$ cat src/rtl/eis_pkg.sv
package eis_pkg;

  localparam int CH_COUNT = 2;
  localparam int MODE_W   = 2;

  typedef enum logic [MODE_W-1:0] {
    SENSE_LOW  = 2'b00,
    SENSE_ANY  = 2'b01,
    SENSE_FALL = 2'b10,
    SENSE_RISE = 2'b11
  } senseMode_e;

  // Strobes from the register control to the datapath
  typedef struct packed {
    logic [CH_COUNT-1:0] modeChg;
    logic [CH_COUNT-1:0] flagWrClr;
  } ctlStrobes_t;

endpackage

$ cat src/rtl/eis_sync.sv
module eis_sync #(
  parameter int WIDTH   = 2,
  parameter int STAGES  = 2,
  parameter bit RST_VAL = 1'b1
) (
  input  logic             clk,
  input  logic             rstN,
  input  logic [WIDTH-1:0] dIn,
  output logic [WIDTH-1:0] dOut
);

  logic [STAGES-1:0][WIDTH-1:0] chainQ;

  always_ff @(posedge clk or negedge rstN) begin
    if (!rstN) begin
      chainQ <= {STAGES{{WIDTH{RST_VAL}}}};
    end else begin
      chainQ[0] <= dIn;
      for (int s = 1; s < STAGES; s++) begin
        chainQ[s] <= chainQ[s-1];
      end
    end
  end

  assign dOut = chainQ[STAGES-1];

endmodule

$ cat src/rtl/eis_control.sv
module eis_control
  import eis_pkg::*;
#(
  parameter int              ADDR_W    = 8,
  parameter int              DATA_W    = 8,
  parameter int              NUM_CH    = CH_COUNT,
  parameter logic [ADDR_W-1:0] CTRL_ADDR = 8'h69,
  parameter logic [ADDR_W-1:0] MASK_ADDR = 8'h3D,
  parameter logic [ADDR_W-1:0] FLAG_ADDR = 8'h3C
) (
  input  logic                       clk,
  input  logic                       rstN,
  input  logic [ADDR_W-1:0]          regAddr,
  input  logic                       regWrEn,
  input  logic [DATA_W-1:0]          regWrData,
  output logic [DATA_W-1:0]          regRdData,
  input  logic [NUM_CH-1:0]          flagBits,
  output logic [NUM_CH-1:0][MODE_W-1:0] modeSel,
  output logic [NUM_CH-1:0]          maskBits,
  output ctlStrobes_t                strobes
);

  localparam int FIELD_W = MODE_W * NUM_CH;

  logic [FIELD_W-1:0] ctrlQ;
  logic [NUM_CH-1:0]  maskQ;
  logic               wrCtrl;
  logic               wrMask;
  logic               wrFlag;
  logic               unusedWrBits;

  assign wrCtrl = regWrEn && (regAddr == CTRL_ADDR);
  assign wrMask = regWrEn && (regAddr == MASK_ADDR);
  assign wrFlag = regWrEn && (regAddr == FLAG_ADDR);

  // Reserved write bits are dropped
  assign unusedWrBits = ^regWrData[DATA_W-1:FIELD_W];

  always_ff @(posedge clk or negedge rstN) begin
    if (!rstN) begin
      ctrlQ <= '0;
      maskQ <= '0;
    end else begin
      if (wrCtrl) ctrlQ <= regWrData[FIELD_W-1:0];
      if (wrMask) maskQ <= regWrData[NUM_CH-1:0];
    end
  end

  generate
    for (genvar c = 0; c < NUM_CH; c++) begin : g_ch
      assign modeSel[c] = ctrlQ[c*MODE_W +: MODE_W];
      assign strobes.modeChg[c] =
        wrCtrl && (regWrData[c*MODE_W +: MODE_W] != ctrlQ[c*MODE_W +: MODE_W]);
      assign strobes.flagWrClr[c] = wrFlag && regWrData[c];
    end
  endgenerate

  assign maskBits = maskQ;

  always_comb begin
    regRdData = '0;
    if (regAddr == CTRL_ADDR) begin
      regRdData[FIELD_W-1:0] = ctrlQ;
    end else if (regAddr == MASK_ADDR) begin
      regRdData[NUM_CH-1:0] = maskQ;
    end else if (regAddr == FLAG_ADDR) begin
      regRdData[NUM_CH-1:0] = flagBits;
    end
  end

endmodule

$ cat src/rtl/eis_datapath.sv
module eis_datapath
  import eis_pkg::*;
#(
  parameter int NUM_CH      = CH_COUNT,
  parameter int SYNC_STAGES = 2
) (
  input  logic                          clk,
  input  logic                          rstN,
  input  logic [NUM_CH-1:0]             pinAsync,
  input  logic [NUM_CH-1:0][MODE_W-1:0] modeSel,
  input  logic [NUM_CH-1:0]             maskBits,
  input  logic                          globalEn,
  input  logic [NUM_CH-1:0]             irqAck,
  input  ctlStrobes_t                   strobes,
  output logic [NUM_CH-1:0]             irqReq,
  output logic [NUM_CH-1:0]             flagBits,
  output logic [NUM_CH-1:0]             syncPin,
  output logic [NUM_CH-1:0]             evtHit
);

  logic [NUM_CH-1:0] sampleQ;
  logic [NUM_CH-1:0] flagQ;
  logic [NUM_CH-1:0] flagNext;

  eis_sync #(
    .WIDTH  (NUM_CH),
    .STAGES (SYNC_STAGES),
    .RST_VAL(1'b1)
  ) i_sync (
    .clk (clk),
    .rstN(rstN),
    .dIn (pinAsync),
    .dOut(syncPin)
  );

  // Sampling register: previous synchronised value
  always_ff @(posedge clk or negedge rstN) begin
    if (!rstN) sampleQ <= '1;
    else       sampleQ <= syncPin;
  end

  always_comb begin
    for (int c = 0; c < NUM_CH; c++) begin
      unique case (senseMode_e'(modeSel[c]))
        SENSE_ANY:  evtHit[c] = syncPin[c] ^ sampleQ[c];
        SENSE_FALL: evtHit[c] = ~syncPin[c] & sampleQ[c];
        SENSE_RISE: evtHit[c] = syncPin[c] & ~sampleQ[c];
        default:    evtHit[c] = 1'b0;
      endcase
    end
  end

  // Priority: mode change clear, then new event, then ack or software clear
  always_comb begin
    for (int c = 0; c < NUM_CH; c++) begin
      if (strobes.modeChg[c])                           flagNext[c] = 1'b0;
      else if (evtHit[c])                               flagNext[c] = 1'b1;
      else if (irqAck[c] || strobes.flagWrClr[c])       flagNext[c] = 1'b0;
      else                                              flagNext[c] = flagQ[c];
    end
  end

  always_ff @(posedge clk or negedge rstN) begin
    if (!rstN) flagQ <= '0;
    else       flagQ <= flagNext;
  end

  generate
    for (genvar c = 0; c < NUM_CH; c++) begin : g_req
      logic srcActive;
      assign srcActive = (senseMode_e'(modeSel[c]) == SENSE_LOW) ? ~syncPin[c] : flagQ[c];
      assign irqReq[c] = globalEn & maskBits[c] & srcActive;
    end
  endgenerate

  assign flagBits = flagQ;

endmodule

$ cat src/rtl/ext_irq_sense.sv
module ext_irq_sense
  import eis_pkg::*;
#(
  parameter int   ADDR_W      = 8,
  parameter int   DATA_W      = 8,
  parameter int   NUM_CH      = CH_COUNT,
  parameter int   SYNC_STAGES = 2,
  parameter logic [ADDR_W-1:0] CTRL_ADDR = 8'h69,
  parameter logic [ADDR_W-1:0] MASK_ADDR = 8'h3D,
  parameter logic [ADDR_W-1:0] FLAG_ADDR = 8'h3C
) (
  input  logic              clk,
  input  logic              rstN,
  input  logic [ADDR_W-1:0] regAddr,
  input  logic              regWrEn,
  input  logic [DATA_W-1:0] regWrData,
  output logic [DATA_W-1:0] regRdData,
  input  logic [NUM_CH-1:0] pinAsync,
  input  logic              globalEn,
  input  logic [NUM_CH-1:0] irqAck,
  output logic [NUM_CH-1:0] irqReq
);

  logic [NUM_CH-1:0][MODE_W-1:0] modeSel;
  logic [NUM_CH-1:0]             maskBits;
  logic [NUM_CH-1:0]             flagBits;
  logic [NUM_CH-1:0]             syncPin;
  logic [NUM_CH-1:0]             evtHit;
  ctlStrobes_t                   strobes;

  eis_control #(
    .ADDR_W   (ADDR_W),
    .DATA_W   (DATA_W),
    .NUM_CH   (NUM_CH),
    .CTRL_ADDR(CTRL_ADDR),
    .MASK_ADDR(MASK_ADDR),
    .FLAG_ADDR(FLAG_ADDR)
  ) i_control (
    .clk      (clk),
    .rstN     (rstN),
    .regAddr  (regAddr),
    .regWrEn  (regWrEn),
    .regWrData(regWrData),
    .regRdData(regRdData),
    .flagBits (flagBits),
    .modeSel  (modeSel),
    .maskBits (maskBits),
    .strobes  (strobes)
  );

  eis_datapath #(
    .NUM_CH     (NUM_CH),
    .SYNC_STAGES(SYNC_STAGES)
  ) i_datapath (
    .clk     (clk),
    .rstN    (rstN),
    .pinAsync(pinAsync),
    .modeSel (modeSel),
    .maskBits(maskBits),
    .globalEn(globalEn),
    .irqAck  (irqAck),
    .strobes (strobes),
    .irqReq  (irqReq),
    .flagBits(flagBits),
    .syncPin (syncPin),
    .evtHit  (evtHit)
  );

endmodule

$ cat config.mk
export PLATFORM = sky130hd
export DESIGN_NAME = ext_irq_sense
export DESIGN_NICKNAME = d
export VERILOG_FILES = /design/src/rtl/eis_pkg.sv /design/src/rtl/eis_sync.sv /design/src/rtl/eis_control.sv /design/src/rtl/eis_datapath.sv /design/src/rtl/ext_irq_sense.sv
export SDC_FILE = /design/constraint.sdc
export NUM_CORES = 1
export LEC_CHECK = 0
export BUFFER_PORTS_ARGS = -buffer_cell sky130_fd_sc_hd__buf_2
export CAP_MARGIN = 0
export CORE_MARGIN = 2
export CORE_UTILIZATION = 40
export CTS_BUF_LIST = sky130_fd_sc_hd__clkbuf_16
export CTS_CLUSTER_DIAMETER = 100
export DETAILED_ROUTE_END_ITERATION = 8
export GPL_TIMING_DRIVEN = 0
export PLACE_DENSITY_LB_ADDON = 0.2
export RECOVER_POWER = 50
export SYNTH_ARGS = -nofsm -noshare
export SYNTH_HDL_FRONTEND = slang
export SYNTH_SLANG_ARGS = --single-unit
$ cat constraint.sdc
create_clock -name clk -period 3.95 [get_ports clk]
set_clock_uncertainty 0.05 [all_clocks]
set_input_delay 0.1975 -clock clk [delete_from_list [all_inputs] [get_ports clk]]
set_output_delay 0.1975 -clock clk [all_outputs]
set_load 0.03 [all_outputs]
==> After elaboration in Yosys (flattened, before gate mapping) <==
Cells that the tools add are included.
{ "word_totals": {"ff_bits": 14, "latchBits": 0, "ramBits": 0, "rom_bits": 0, "inputBits": 24, "out_inout_bits": 10, "wordCells": 59, "mem_count": 0} }
{ "op_classes": {"add_sub_neg": 0, "n_mul": 0, "div": 0, "magnitude_cmp": 0, "n_eq_ne": 11, "shift": 0, "n_mux": 14, "n_bitwise": 14, "n_reduce_logical": 13} }
{ "op_table": {"columns": ["cell", "count"], "rows": [
  ["8-bit by 6-bit == test with 1-bit output, second input constant", 2],
  ["1-bit bitwise AND", 8],
  ["2-bit == test, second input constant", 4],
  ["8-bit by 7-bit == test with 1-bit output, second input constant", 1],
  ["1-bit two-way mux", 8],
  ["2-bit two-way mux", 4],
  ["1-bit logical AND", 7],
  ["1-bit case mux with 3 select lines", 2],
  ["3-bit nonzero test", 2],
  ["2-bit by 1-bit == test with 1-bit output, second input constant", 2],
  ["2-bit logical NOT", 2],
  ["2-bit != test", 2],
  ["1-bit inverter", 4],
  ["1-bit logical OR", 2],
  ["1-bit bitwise XOR", 2]
]} }

==> Longest topological paths before layout <==
Gate-level depths: netlist (run 1).
{ "depth": {"depth_word": 7, "mapped_depth": 5, "mapped_depth_nobuf": 5} }

==> Modules after synthesis <==
Synthesis (run 1) repeated with hierarchy kept, for this count alone.
{ "hier_totals": {"cells_unflattened": 81, "hier_area_um2": 867.1} }
{ "by_module_without_submodules": {"columns": ["module", "n_inst", "cells_per_inst", "area_per_inst_um2", "seq_area_each_um2"], "rows": [
  ["eis_control", 1, 41, 461.7, 150.1],
  ["eis_datapath", 1, 34, 285.3, 102.6],
  ["eis_sync", 1, 6, 120.1, 105.1]
]} }

==> Worst setup path after synthesis (run 1) <==
OpenSTA, ideal clock, no wires.
{ "synth_path": {"kind": "input-to-output", "startpoint": "input port regAddr[4]", "endpoint": "output port regRdData[0]", "t_arrival_ns": 1.531, "required_ns": 3.702, "slack_ns": 2.172, "cell_stages": 3, "path_buffers": 0, "path_cell_list": "or3b_1 > or3_4 > a31oi_1"} }
{ "synth_between": {"elab_chain_len": 4, "elab_cells_between_ends": 6, "cone_classes": "eq/ne (3); mux (3)"} }
{ "synth_rtl": {"columns": ["item", "line", "source"], "rows": [
  ["start, declared", "ext_irq_sense.sv:14", "input logic [ADDR_W-1:0] regAddr,"],
  ["8-bit by 6-bit == test with 1-bit output", "eis_control.sv:66", "end else if (regAddr == FLAG_ADDR) begin"],
  ["2-bit two-way mux", "eis_control.sv:66", null],
  ["2-bit two-way mux", "eis_control.sv:64", "end else if (regAddr == MASK_ADDR) begin"],
  ["2-bit two-way mux (*)", "eis_control.sv:62", "if (regAddr == CTRL_ADDR) begin"],
  ["end, declared", "ext_irq_sense.sv:17", "output logic [DATA_W-1:0] regRdData,"]
]} }
Every way passes the cells marked *; elsewhere a longest branch is shown, timed or not.

==> Final worst setup path (run 1) <==
Ends and elaborated chain as after synthesis.

==> results of run 1 <==
==> sequential cells by signal, summed over array words and instances, names as in the netlist <==
register                  cells
i_datapath.sampleQ            2
i_datapath.flagBits           2
i_datapath.i_sync.chainQ      2
i_control.maskBits            2
i_datapath.i_sync.dOut        2
i_control.modeSel             4
==> kinds of logic (layout without fill, tap and decap cells) <==
| group | Yosys count | in the layout | synth area share [%] |
|---|---|---|---|
| multiplexers | 6 | 6 | 9.00 |
| adder cells (fa/ha/maj) | 4 | 4 | 5.46 |
| flip-flops | 14 | 14 | 39.0 |
| other | 1 | 4 | 0.409 |
| XOR/XNOR | 4 | 4 | 3.82 |
| AO/OA/AOI/OAI | 14 | 14 | 10.6 |
| AND/OR/NAND/NOR | 28 | 28 | 24.7 |
| buffers and inverters | 13 | 42 | 6.96 |
==> synthesized netlist by cell type, types with 3 or more instances <==
library cell | number | share of area, %
dfrtp_1 | 8 | 22
nand2b_1 | 6 | 4.1
ha_1 | 4 | 5.5
dfstp_2 | 6 | 17
inv_1 | 8 | 3.3
mux2_4 | 4 | 6.5
xnor2_1 | 4 | 3.8
nand3_1 | 3 | 1.6
a31oi_1 | 4 | 2.7
and3b_1 | 3 | 2.9
buf_4 | 4 | 3.3
==> metrics by stage <==
step	hold slack, ns	util, %	cells	area, um^2	setup WS [ns]
final	0.00758	53.5	144	1170	2.22
after global routing	0.00124	53.5	144	1170	2.13
after CTS	0.00645	53.6	144	1170	2.22
after detailed placement	0.0633	49.7	140	1090	2.23
after global placement	0.0564	49.7	140	1090	2.23
after floorplan	-0.148	-	87	928	2.17
==> how the worst min path moves through the flow <==
stage | endpoint | start | slack, ns
global placement | i_control.maskBits[0]$_DFFE_PN0P_ | rstN | 0.06
CTS | i_datapath.i_sync.chainQ[1]$_DFF_PN1_ | pinAsync[1] | 0.006
finish | i_datapath.i_sync.chainQ[1]$_DFF_PN1_ | pinAsync[1] | 0.008
global route | i_datapath.i_sync.chainQ[1]$_DFF_PN1_ | pinAsync[1] | 0.001
floorplan | i_control.maskBits[0]$_DFFE_PN0P_ | rstN | -0.15
detailed placement | i_control.maskBits[0]$_DFFE_PN0P_ | rstN | 0.06
==> layer usage <==
metal / GRT usage (%) / wire length (um) / share of wire (%)
met5: 0 / 0 / 0
met4: 3.95 / 6 / 0.34
met3: 1.15 / 159 / 9.0
met2: 24.7 / 814 / 46
met1: 20.8 / 778 / 44
==> worst max-delay path, cell delays in order <==
cell and delay, ns:
buf_2 0.12, or3b_1 0.42, or3_4 0.37, a31oi_1 0.17
buf_2 0.22
==> final cells by class <==
class,instances,share of cell area (%)
multi-input cells,60,43.2
plain buffers,5,2.88
repair buffers,26,11.4
well taps,28,2.99
flip-flops and latches,14,30.5
inverters,8,2.56
clock buffers,3,6.40
==> placed cells by master (no fill, tap or decap), types with 3 or more instances in the layout <==
cell | Yosys | layout
a31oi_1 | 4 | 4
and3b_1 | 3 | 3
buf_2 | 0 | 24
buf_4 | 4 | 4
clkbuf_16 | 0 | 3
conb_1 | 1 | 4
dfrtp_1 | 8 | 8
dfstp_2 | 6 | 4
ha_1 | 4 | 4
inv_1 | 8 | 8
mux2_4 | 4 | 4
nand2b_1 | 6 | 6
nand3_1 | 3 | 3
xnor2_1 | 4 | 4
==> report_power, final <==
part / switching, mW / internal [mW]
Clock: 0.0520 / 0.132
Combinational: 0.0259 / 0.0260
Sequential: 0.00787 / 0.154
Total: 0.0857 / 0.312
==> results.py, run 1 <==
metrics = {
    "run_status": {
        "status": "complete, no violations",
    },
    "yosys": {
        "synth_area_um2": 917,
        "ys_seq_elements": 14,
        "seq_area_frac_synth_pct": 39.0,
        "ys.warnings.count": 0,
        "syn_avg_cell_area_um2": 10.9,
        "synth_ff_type": "dfrtp_1",
        "yosysUniqueCellTypes": 30,
        "netlist_instances": 84,
        "synthArstFlopShare_pct": 100,
        "synth_edf_count": 0,
    },
    "setup_path": {
        "critPathLaunch": "regAddr[4]",
        "crit_fanout": 5,
        "start_kind": "input port",
        "r2r_end": "i_datapath.flagBits[1]$_DFFE_PN0P_",
        "reg2regPathDepth": 5,
        "timing.rr.start": "i_datapath.i_sync.dOut[1]$_DFF_PN1_",
        "required_ns": 3.70,
        "cp.arrival_ns": 1.49,
        "r2r_setup_slack_ns": 2.51,
        "cp-end-kind": "output pin",
        "crit_end": "regRdData[0]",
        "path_class": "input port to output pin",
    },
    "placement": {
        "place.detailed.hpwl_um": 1380,
        "io_buffers": 25,
        "gp_congestion": 0.722,
    },
    "clock_network": {
        "cts_tree": "yes",
        "clock_latency_ns": 0.24,
        "cts_buffers": 3,
        "htreeDepth": 1,
        "postCtsHoldBufs": 1,
        "clk_pin_slew_worst_paths_ns": 0.04,
        "post_cts_buffers": 0,
        "cts_buffer_depth": 2,
        "root_buffer": "clkbuf_16",
        "cts_resized": 0,
        "cts.sinks": 14,
    },
    "detailed_routing": {
        "antenna_left": 0,
        "totalWireLength_um": 1760,
        "via_per_inst": 5.16,
        "drt-pass1-iter-count": 4,
        "wl_per_cell_um": 12.2,
        "drtIter0Drc": 19,
        "vias": 743,
        "drcViolationCount": 0,
    },
    "finish": {
        "diodes": 0,
        "multiInputGateArea_um2": 507,
        "drive_gt1_share_pct": 38.8,
        "seqCellArea_um2": 358,
        "syn_to_final_growth_pct": 27.8,
        "nets": 146,
        "fillers": 208,
    },
    "min_path": {
        "hp-class": "input port to register",
        "hold_path_depth": 1,
    },
    "floorplan": {
        "die-area_um2": 2690,
        "die_w_um": 51.9,
        "start_util_pct": 41.9,
        "die_h_um": 51.9,
        "io_pins": 34,
        "std_cell_rows": 17,
        "core_area_um2": 2190,
    },
    "job": {
        "maxCapViolCount": 0,
    },
    "timing": {
        "setup_viol_count_final": 0,
        "hold_viol_final": 0,
        "slew_headroom_pct": 49.3,
        "fmax_mhz": 576,
        "period_minus_slack_ns": 1.73,
        "worst_pin_slew_ns": 0.760,
        "fin_tns_setup_ns": 0,
        "maxSlewViolCount": 0,
        "post-route-period-util_pct": 43.9,
        "rsz0062_at_grt": "false",
    },
    "power": {
        "pwr_density_cell_nw_per_um2": 339,
        "leakagePower_nw": 0.570,
        "vdd_drop_max_mv": 0.259,
        "finalPower_mw": 0.397,
    },
    "global_routing": {
        "track_usage_pct": 14.9,
        "grt_max_degree": 15,
        "antenna_found_initial": 0,
        "grt_pass1_wl_um": 3040,
        "first_global_vias": 700,
        "grt_overflow": 0,
    },
}
Power figures use the tool's default switching activity.
==> run 2: changes to the inputs <==
==> constraint.sdc (replaced) <==
create_clock -name clk -period 1.5 [get_ports clk]
set_clock_uncertainty 0.05 [all_clocks]
set_input_delay 0.075 -clock clk [delete_from_list [all_inputs] [get_ports clk]]
set_output_delay 0.075 -clock clk [all_outputs]
set_load 0.03 [all_outputs]
==> results.py, run 2 (same netlist as run 1, synthesis figures left out) <==
metrics = {
    "run_status": {
        "status": "complete, no violations",
    },
    "detailed_routing": {
        "drtIter0Drc": 7,
        "totalWireLength_um": 1850,
        "wl_per_cell_um": 12.7,
        "antenna_left": 0,
        "drt-pass1-iter-count": 4,
        "via_per_inst": 5.20,
        "vias": 759,
        "drcViolationCount": 0,
    },
    "floorplan": {
        "io_pins": 34,
        "die-area_um2": 2690,
        "std_cell_rows": 17,
        "die_h_um": 51.9,
        "core_area_um2": 2190,
        "die_w_um": 51.9,
        "start_util_pct": 41.9,
    },
    "min_path": {
        "hold_path_depth": 2,
        "min_from": "regWrData[3]",
        "hp-class": "input port to register",
    },
    "power": {
        "pwr_density_cell_nw_per_um2": 862,
        "leakagePower_nw": 0.578,
        "vdd_drop_max_mv": 0.944,
    },
    "finish": {
        "drive_gt1_share_pct": 45.8,
        "final_cell_mix": "buf_2 (22), inv_1 (8), nand2b_1 (6), dfstp_2 (6)",
        "finalInstanceArea_um2": 1230,
        "largest_register_ffs": 4,
        "fillers": 197,
        "nets": 148,
        "seqCellArea_um2": 362,
        "diodes": 0,
        "multiInputGateArea_um2": 531,
        "layout_commonest_cell": "buf_2",
        "syn_to_final_growth_pct": 34.0,
    },
    "setup_path": {
        "critPathLaunch": "regAddr[4]",
        "path_class": "input port to output pin",
        "crit_path_cell_trace": "buf_2 -> or3b_1 -> or3_4 -> a31oi_2 -> buf_6",
        "required_ns": 1.37,
        "timing.rr.start": "i_datapath.i_sync.dOut[0]$_DFF_PN1_",
        "start_kind": "input port",
        "cp-end-kind": "output pin",
        "slowest_stage": "or3b_1",
        "cp.arrival_ns": 1.33,
        "cpPeakStageDelay_ns": 0.42,
        "crit_fanout": 5,
        "reg2regPathDepth": 5,
    },
    "clock_network": {
        "cts_buffers": 3,
        "cts_buffer_depth": 2,
        "clk_pin_slew_worst_paths_ns": 0.04,
        "root_buffer": "clkbuf_16",
        "cts_tree": "yes",
        "htreeDepth": 1,
        "cts.sinks": 14,
        "clock_latency_ns": 0.24,
    },
    "global_routing": {
        "track_usage_pct": 15.8,
        "grt_max_degree": 15,
        "antenna_found_initial": 0,
        "grt_pass1_wl_um": 3100,
        "first_global_vias": 730,
        "grt_overflow": 0,
    },
    "timing": {
        "fmax_mhz": 686,
        "maxSlewViolCount": 0,
        "hold_viol_final": 0,
        "post-route-period-util_pct": 97.2,
        "rsz0062_at_grt": "true",
        "setup_viol_count_final": 0,
        "fin_tns_setup_ns": 0,
        "period_minus_slack_ns": 1.46,
        "worst_pin_slew_ns": 0.740,
        "slew_headroom_pct": 50.7,
    },
    "placement": {
        "io_buffers": 25,
        "place.detailed.hpwl_um": 1420,
        "gp_congestion": 0.782,
        "dpl_cell_area_um2": 1090,
    },
    "job": {
        "maxCapViolCount": 0,
    },
}
## run 2: area by class of cell
class | instances | share of cell area (%)
Tap cell | 28 | 2.85
Clock buffer | 3 | 6.11
Sequential cell | 14 | 29.4
Multi-Input combinational cell | 60 | 43.2
Timing Repair Buffer | 28 | 13.2
Buffer | 5 | 2.75
Inverter | 8 | 2.44
## run 2: worst max-delay path: cells and delay by family
family	cells	cell delay (ns)
AO/OA/AOI/OAI	1	0.19
buffers and inverters	2	0.26
AND/OR/NAND/NOR	2	0.80
## run 2: path summary, 6_finish.rpt
path / endpoint / slack, ns
max: regRdData[0] / 0.04
min: i_control.modeSel[3]$_DFFE_PN0P_ / 0.05
max reg2reg: i_datapath.flagBits[0]$_DFFE_PN0P_ / 0.14
min reg2reg: i_datapath.i_sync.dOut[0]$_DFF_PN1_ / 0.30
max in group asynchronous: i_control.modeSel[2]$_DFFE_PN0P_ / 0.53
min in group asynchronous: i_control.maskBits[1]$_DFFE_PN0P_ / 0.36
## run 2: report_power, final
part | leakage, nW | internal (mW) | total (mW) | switching, mW
clock | 0.0370 | 0.347 | 0.487 | 0.140
combinational | 0.372 | 0.0737 | 0.142 | 0.0685
sequential | 0.168 | 0.407 | 0.430 | 0.0226
total | 0.578 | 0.828 | 1.06 | 0.231
## run 2: layer usage
metal	GRT usage, %	wire (um)
met1	19.2	790
met2	27.0	944
met3	4.31	84
met4	5.26	35
met5	0	0
## run 2: per-stage QoR
step | setup slack, ns | power, mW | utilization, % | cells | hold slack [ns]
floorplan | 0.0274 | 0.508 | - | 87 | -0.271
global placement | -0.0324 | 0.562 | 50.0 | 140 | -0.0639
detailed placement | 0.0244 | 0.567 | 50.0 | 140 | -0.0627
CTS | 0.0254 | 1.08 | 54.8 | 146 | 0.0394
global route | -0.0191 | 1.12 | 56.1 | 146 | 0.0482
finish | 0.0418 | 1.06 | 56.1 | 146 | 0.0456
## run 2: timing repair
| action | in CTS | in global routing |
|---|---|---|
| hold buffers | 3 | 0 |
| endpoints found under the hold margin | 16 | 0 |
| gates resized for setup | 0 | 12 |
| endpoints found under the setup margin | 0 | 4 |
| setup buffers | 0 | 0 |
==> run 3: changes to the inputs <==
==> constraint.sdc (replaced) <==
create_clock -name clk -period 1.5 [get_ports clk]
set_clock_uncertainty 0.05 [all_clocks]
set_input_delay 0.45 -clock clk [delete_from_list [all_inputs] [get_ports clk]]
set_output_delay 0.45 -clock clk [all_outputs]
set_load 0.03 [all_outputs]
==> results.py, run 3 (same netlist as run 1, synthesis figures left out) <==
metrics = {
    "global_routing": {
        "grt_pass1_wl_um": 3590,
        "grt_overflow": 0,
        "first_global_vias": 791,
        "grt_max_degree": 15,
        "antenna_found_initial": 0,
        "track_usage_pct": 18.1,
    },
    "finish": {
        "nets": 152,
        "largest_register_ffs": 4,
        "syn_to_final_growth_pct": 52.0,
        "layout_commonest_cell": "buf_2",
        "diodes": 0,
        "layoutNonFillerInstCount": 151,
        "final_cell_mix": "buf_2 (15), buf_4 (12), inv_1 (8), buf_6 (8)",
        "postLayoutCoreUtil_pct": 63.6,
        "drive_gt1_share_pct": 58.5,
    },
    "power": {
        "vdd_drop_max_mv": 0.644,
        "p_switching_mw": 0.250,
        "power_frac_comb_pct": 16.4,
        "p_int_mw": 0.853,
        "leakagePower_nw": 0.630,
        "p_clk_share_pct": 44.7,
        "finalPower_mw": 1.10,
        "pwr_density_cell_nw_per_um2": 792,
        "pwr-share-seq_pct": 38.9,
        "swShare_pct": 22.7,
    },
    "floorplan": {
        "start_util_pct": 41.9,
        "io_pins": 34,
        "die_w_um": 51.9,
        "die-area_um2": 2690,
        "core_area_um2": 2190,
        "std_cell_rows": 17,
        "die_h_um": 51.9,
    },
    "clock_network": {
        "cts_tree": "yes",
        "root_buffer": "clkbuf_16",
        "cts_buffer_depth": 2,
        "clk_pin_slew_worst_paths_ns": 0.05,
        "clock_latency_ns": 0.24,
        "cts.sinks": 14,
        "htreeDepth": 1,
        "cts_buffers": 3,
    },
    "timing": {
        "rsz0062_at_grt": "true",
        "fmax_mhz": 451,
        "hold_viol_final": 0,
        "setup_viol_count_final": 10,
        "period_minus_slack_ns": 2.21,
        "fin_ws_ns": -0.715,
        "worst_pin_slew_ns": 0.744,
        "post-route-period-util_pct": 148,
        "holdWs_ns": 0.200,
        "slew_headroom_pct": 50.4,
        "fin_tns_setup_ns": -3.47,
        "maxSlewViolCount": 0,
    },
    "run_status": {
        "violations": "setup timing",
        "status": "finished with violations",
    },
    "detailed_routing": {
        "via_per_inst": 5.26,
        "drcViolationCount": 0,
        "antenna_left": 0,
        "totalWireLength_um": 2240,
        "drt-pass1-iter-count": 4,
        "wl_per_cell_um": 14.8,
        "vias": 795,
        "drtIter0Drc": 8,
    },
    "setup_path": {
        "cp-end-kind": "output pin",
        "r2r_end": "i_datapath.flagBits[1]$_DFFE_PN0P_",
        "required_ns": 1.00,
        "cp.arrival_ns": 1.71,
        "r2r_setup_slack_ns": 0.11,
        "start_kind": "input port",
        "reg2regPathDepth": 5,
        "crit_fanout": 4,
        "timing.rr.start": "i_datapath.i_sync.dOut[1]$_DFF_PN1_",
        "path_class": "input port to output pin",
    },
    "placement": {
        "place.detailed.hpwl_um": 1430,
        "gp_congestion": 0.712,
        "io_buffers": 25,
        "placed_cells": 140,
    },
    "min_path": {
        "hp-class": "input port to asynchronous set/reset pin",
    },
    "job": {
        "maxCapViolCount": 0,
    },
}
[run 3: cell type report]
| class | count | area, um^2 |
|---|---|---|
| Sequential cell | 14 | 363 |
| Multi-Input combinational cell | 60 | 613 |
| Clock inverter | 1 | 3.75 |
| Inverter | 8 | 30.0 |
| Clock buffer | 3 | 75.1 |
| Timing Repair Buffer | 33 | 244 |
| Fill cell | 185 | 797 |
| Buffer | 4 | 30.0 |
| Tap cell | 28 | 35.0 |
[run 3: timing repair]
action / CTS / global route
endpoints found under the setup margin: 6 / 14
resized for setup: 30 / 4
hold buffers: 0 / 0
pin swaps: 9 / 4
buffers inserted: 6 / 2
[run 3: per-stage QoR]
stage | instance area [um^2] | worst slack (ns)
2_1_floorplan | 976 | -0.499
3_3_place_gp | 1140 | -0.781
3_5_place_dp | 1140 | -0.749
4_1_cts | 1360 | -0.670
5_1_grt | 1390 | -0.729
6_report | 1390 | -0.715
[run 3: worst max path at each step]
stage / start / endpoint / cells after the start
floorplan: regAddr[4] / regRdData[0] / 3
global placement: regAddr[0] / regRdData[0] / 5
detailed placement: regAddr[4] / regRdData[0] / 5
CTS: regAddr[4] / regRdData[1] / 5
global route: regAddr[4] / regRdData[1] / 5
finish: regAddr[4] / regRdData[1] / 5
[run 3: worst max-delay path, stage by stage]
cell     delay [ns]
buf_8          0.09
or3b_4         0.39
or3_4          0.41
a31oi_4        0.21
buf_6          0.15
[run 3: routing by layer]
metal	part of all wire (%)	routed length [um]	global-route usage (%)
met5	0	0	0
met2	50	1120	30.2
met3	6.0	135	2.87
met4	1.0	23	4.82
met1	43	956	24.3
[run 3: power by group through the flow]
stage | clock (mW) | sequential (mW) | combinational (mW)
floorplan | 0 | 0.426 | 0.0845
global placement | 0 | 0.432 | 0.135
detailed placement | 0 | 0.432 | 0.138
CTS | 0.505 | 0.429 | 0.169
global route | 0.525 | 0.432 | 0.197
finish | 0.493 | 0.429 | 0.181
